===== config.mk =====
export PLATFORM = sky130hd
export DESIGN_NAME = intr_ctl
export DESIGN_NICKNAME = d
export VERILOG_FILES = /design/src/rtl/intr_pkg.sv /design/src/rtl/intr_sync.sv /design/src/rtl/intr_accept.sv /design/src/rtl/intr_enable.sv /design/src/rtl/intr_ctl.sv
export SDC_FILE = /design/constraint.sdc
export NUM_CORES = 1
export LEC_CHECK = 0
export BUFFER_PORTS_ARGS = -buffer_cell sky130_fd_sc_hd__buf_2
export CAP_MARGIN = 20
export CORE_AREA = 10 10 47 49
export DETAILED_ROUTE_END_ITERATION = 8
export DIE_AREA = 0 0 57 59
export MAX_ROUTING_LAYER = met4
export PLACE_DENSITY = 0.33
export SYNTH_ARGS = -nofsm -noshare
export SYNTH_HDL_FRONTEND = slang
export SYNTH_SLANG_ARGS = --single-unit

===== constraint.sdc =====
create_clock -name clk -period 0.91 [get_ports clk]
set_clock_uncertainty 0.05 [all_clocks]
set_input_delay 0.091 -clock clk [delete_from_list [all_inputs] [get_ports clk]]
set_output_delay 0.091 -clock clk [all_outputs]
set_load 0.005 [all_outputs]

===== src/rtl/intr_pkg.sv =====
package intr_pkg;

    localparam int unsigned DEFAULT_SYNC_STAGES = 2;

    typedef struct packed {
        logic en_req;
        logic dis_req;
        logic boundary;
        logic halted;
        logic hold;
        logic fetch_t1;
    } intr_strobe_t;

    typedef enum logic [1:0] {
        IE_KEEP    = 2'd0,
        IE_SET     = 2'd1,
        IE_CLR_SW  = 2'd2,
        IE_CLR_ACK = 2'd3
    } ie_action_t;

    // Priority: acknowledge clear, then software clear, then software set.
    function automatic ie_action_t ie_decide(input intr_strobe_t s,
                                             input logic ack_clear);
        ie_action_t a;
        if (ack_clear)      a = IE_CLR_ACK;
        else if (s.dis_req) a = IE_CLR_SW;
        else if (s.en_req)  a = IE_SET;
        else                a = IE_KEEP;
        return a;
    endfunction

    function automatic logic ie_apply(input ie_action_t a, input logic cur);
        logic n;
        case (a)
            IE_SET:     n = 1'b1;
            IE_CLR_SW:  n = 1'b0;
            IE_CLR_ACK: n = 1'b0;
            default:    n = cur;
        endcase
        return n;
    endfunction

    function automatic logic in_window(input intr_strobe_t s);
        return s.boundary | s.halted;
    endfunction

endpackage


===== src/rtl/intr_sync.sv =====
module intr_sync #(
    parameter int unsigned STAGES = intr_pkg::DEFAULT_SYNC_STAGES
) (
    input  logic clk,
    input  logic rst,
    input  logic d,
    output logic q
);
    localparam int unsigned LAST = STAGES - 1;

    logic [STAGES-1:0] chain;

    generate
        if (STAGES == 1) begin : g_single
            always_ff @(posedge clk) begin
                if (rst) chain <= '0;
                else     chain <= d;
            end
        end else begin : g_multi
            always_ff @(posedge clk) begin
                if (rst) chain <= '0;
                else     chain <= {chain[LAST-1:0], d};
            end
        end
    endgenerate

    assign q = chain[LAST];
endmodule


===== src/rtl/intr_accept.sv =====
module intr_accept
    import intr_pkg::*;
(
    input  logic         clk,
    input  logic         rst,
    input  logic         req_sync,
    input  logic         inte,
    input  intr_strobe_t strb,
    output logic         accept,
    output logic         wake,
    output logic         ack_pending,
    output logic         ack_clear
);
    logic pend_q;
    logic qualified;

    always_comb begin
        qualified = req_sync & inte & ~strb.hold & ~pend_q;
        accept    = qualified & in_window(strb);
        wake      = accept & strb.halted;
        ack_clear = strb.fetch_t1 & (pend_q | accept);
    end

    always_ff @(posedge clk) begin
        if (rst)               pend_q <= 1'b0;
        else if (strb.fetch_t1) pend_q <= 1'b0;
        else if (accept)       pend_q <= 1'b1;
    end

    assign ack_pending = pend_q;
endmodule


===== src/rtl/intr_enable.sv =====
module intr_enable
    import intr_pkg::*;
(
    input  logic         clk,
    input  logic         rst,
    input  intr_strobe_t strb,
    input  logic         ack_clear,
    output logic         inte
);
    logic       ie_q;
    ie_action_t act;

    always_comb act = ie_decide(strb, ack_clear);

    always_ff @(posedge clk) begin
        if (rst) ie_q <= 1'b0;
        else     ie_q <= ie_apply(act, ie_q);
    end

    assign inte = ie_q;
endmodule


===== src/rtl/intr_ctl.sv =====
module intr_ctl
    import intr_pkg::*;
#(
    parameter int unsigned SYNC_STAGES = DEFAULT_SYNC_STAGES
) (
    input  logic clk,
    input  logic rst,
    input  logic int_req_async,
    input  logic ei_pulse,
    input  logic di_pulse,
    input  logic instr_end,
    input  logic halted,
    input  logic hold_active,
    input  logic fetch_t1,
    output logic inte,
    output logic int_accept,
    output logic halt_wake
);
    intr_strobe_t strb;
    logic         req_sync;
    logic         ack_pending;
    logic         ack_clear;
    logic         ie_state;

    always_comb begin
        strb.en_req   = ei_pulse;
        strb.dis_req  = di_pulse;
        strb.boundary = instr_end;
        strb.halted   = halted;
        strb.hold     = hold_active;
        strb.fetch_t1 = fetch_t1;
    end

    intr_sync #(.STAGES(SYNC_STAGES)) u_sync (
        .clk (clk),
        .rst (rst),
        .d   (int_req_async),
        .q   (req_sync)
    );

    intr_accept u_acc (
        .clk         (clk),
        .rst         (rst),
        .req_sync    (req_sync),
        .inte        (ie_state),
        .strb        (strb),
        .accept      (int_accept),
        .wake        (halt_wake),
        .ack_pending (ack_pending),
        .ack_clear   (ack_clear)
    );

    intr_enable u_ie (
        .clk       (clk),
        .rst       (rst),
        .strb      (strb),
        .ack_clear (ack_clear),
        .inte      (ie_state)
    );

    assign inte = ie_state;
endmodule


==> impl_metrics.env <==
export IMPL_r2r_end="u_ie.inte"
export IMPL_cp_slowest_cell="dfxtp_2"
export IMPL_max_slew_margin=0.840
export IMPL_crit_path_end_kind="output port"
export IMPL_first_global_vias=229
export IMPL_min_from="int_req_async"
export IMPL_dp_slack_ns=-0.0779
export IMPL_cts_sinks=4
export IMPL_clock_root_buffer="clkbuf_4"
export IMPL_grtUsageMet3=0.0386
export IMPL_io_buffer_count=11
export IMPL_fin_hold_ws_ns=0.0234
export IMPL_gr_usage_met1=0.0310
export IMPL_grt_util_met2=0.0605
export IMPL_post_route_period_util=1.33
export IMPL_antenna_left=0
export IMPL_synth_seq_cells=4
export IMPL_cts_buffers=3
export IMPL_clock_latency_ns=0.23
export IMPL_cp_startpoint="u_ie.inte"
export IMPL_finalSetupViolations=5
export IMPL_synth_cells=14
export IMPL_p_per_area_nw_per_um2=1280
export IMPL_yosysWarnings=0
export IMPL_critPathMaxStageDelay_ns=0.32
export IMPL_fmax_mhz=824
export IMPL_num_vias=182
export IMPL_h_tree_depth=1
export IMPL_wl_per_cell_um=10.9
export IMPL_r2r_cells=5
export IMPL_route_detailed_drc=0
export IMPL_rsz0062_at_grt="true"
export IMPL_rrSetupSlack_ns=-0.18
export IMPL_min_to="u_sync.chain[0]"
export IMPL_num_rows=14
export IMPL_dp_cells=42
export IMPL_hold_viol=0
export IMPL_coreArea_um2=1400
export IMPL_area_delta_synth_final_pct=129
export IMPL_wl_um=555
export IMPL_grt_max_degree=5
export IMPL_violations="setup timing"
export IMPL_drive_gt1_frac=0.771
export IMPL_drv_slew=0
export IMPL_cts_tree="built"
export IMPL_start_util=0.115
export IMPL_synth_fp_nets=23
export IMPL_detail_route_first_pass_iterations=1
export IMPL_start_kind="flop"
export IMPL_grt_ovfl_total=0
export IMPL_drt_iter0_markers=0
export IMPL_fin_util=0.264
export IMPL_final_common_cell="buf_2"
export IMPL_path_max_fanout=2
export IMPL_antenna_cells=0
export IMPL_fin_cells=51
export IMPL_r2r_start="u_ie.inte"
export IMPL_design_die_area_um2=3360
export IMPL_tightest_slew_ns=0.240
export IMPL_viasPerCell=3.57
export IMPL_synth_seq_area_share=0.496
export IMPL_p_leak_nw=0.165
export IMPL_cp_cell_sequence="nand3b_1 > nor3_2 > and2_2 > buf_2"
export IMPL_antenna_found_initial=0
export IMPL_whs_path_depth=2
export IMPL_grt_pass1_wl_um=952
export IMPL_max_cap_viol_count=0
export IMPL_path_clk_slew_ns=0.04
export IMPL_avgSynthCellArea_um2=11.5
export IMPL_min_path_type="input port to flop"
export IMPL_design_area_um2=370
export IMPL_irDropWorstVdd_mv=0.670
export IMPL_io_pins=12
export IMPL_cts_buffer_depth=2
export IMPL_crit_type="flop to output port"
export IMPL_nets=46
export IMPL_die_w_um=57
export IMPL_finalWorstSetupSlack_ns=-0.304
export IMPL_cp_required_ns=0.77
export IMPL_syn_area_um2=161
export IMPL_grt_usage=0.0396
export IMPL_die_height_um=59
export IMPL_status="finished with violations"
export IMPL_critPathArrivalTime_ns=1.07
export IMPL_min_period_ns=1.21
export IMPL_gp_congestion=0.665
export IMPL_final_cell_mix="buf_2 (9), buf_6 (4), clkbuf_4 (3), buf_4 (3), dfxtp_1 (3)"
export IMPL_placed_area_um2=249
export IMPL_grt_busiest_layer="met2"
export IMPL_synth_cell_types=10
## what timing repair did
| item | CTS | global route |
|---|---|---|
| endpoints found under the hold margin | 2 | 0 |
| hold buffers | 2 | 0 |
| buffers inserted | 3 | 3 |
| gates resized for setup | 5 | 4 |
| pin swaps | 2 | 1 |
| endpoints found under the setup margin | 5 | 5 |
## cell type report
cell class	instances	area, µm²
multi-input combinational	10	114
timing repair buffer	18	133
sequential	4	81.3
tap	16	20.0
fill	155	1030
clock buffer	3	22.5
## metrics by stage
step	TNS, ns	total power [mW]
floorplan	-0.0538	0.200
global placement	-0.142	0.229
detailed placement	-0.168	0.230
CTS	-0.839	0.472
global route	-1.33	0.518
finish	-1.03	0.473
## critical path, delay by kind of cell, from the launching register on
| kind | cells | cell delay, ns |
|---|---|---|
| buf+inv | 1 | 0.10 |
| simple gates | 3 | 0.42 |
| flops | 1 | 0.32 |
## synthesized netlist by cell type (all sizes together)
cell type | number | share of area
and2 | 1 | 0.047
o21bai | 1 | 0.070
nor2 | 2 | 0.093
nor2b | 2 | 0.078
nor3 | 1 | 0.031
nand3b | 1 | 0.047
a2111oi | 1 | 0.093
dfxtp | 4 | 0.50
nor3b | 1 | 0.047
## state kept, by name, indices dropped and copies added, names as in the netlist
| name | flops |
|---|---|
| u_ie.inte | 1 |
| u_acc.ack_pending | 1 |
| u_sync.chain | 2 |
## cells by family (layout without fill, tap and decap cells)
kind of cell           Yosys count  count (layout)  synth area share
buffers and inverters            0              21                 0
AO/OA/AOI/OAI                    2               2             0.163
AND/OR/NAND/NOR                  8               8             0.341
flip-flops                       4               4             0.496
## per-layer routing
layer  share of wire  wire length, µm  vias up
met5               0                0        -
met4               0                0        0
met3           0.095               53        0
met2            0.49              274        8
met1            0.41              227       82
li1                -                -       92
## report_power, final
group | internal, mW | switching [mW] | leakage [nW]
clock | 0.147 | 0.0681 | 0.0138
sequential | 0.183 | 0.00210 | 0.0332
combinational | 0.0429 | 0.0291 | 0.118
total | 0.373 | 0.0993 | 0.165
## worst max path at each step
stage	endpoint	slack, ns	cells after the start
floorplan	u_ie.inte	-0.03	3
global placement	halt_wake	-0.05	4
detailed placement	halt_wake	-0.08	4
CTS	halt_wake	-0.29	4
global route	halt_wake	-0.37	4
finish	halt_wake	-0.30	4
No activity file was read; power rests on OpenSTA's default activity.
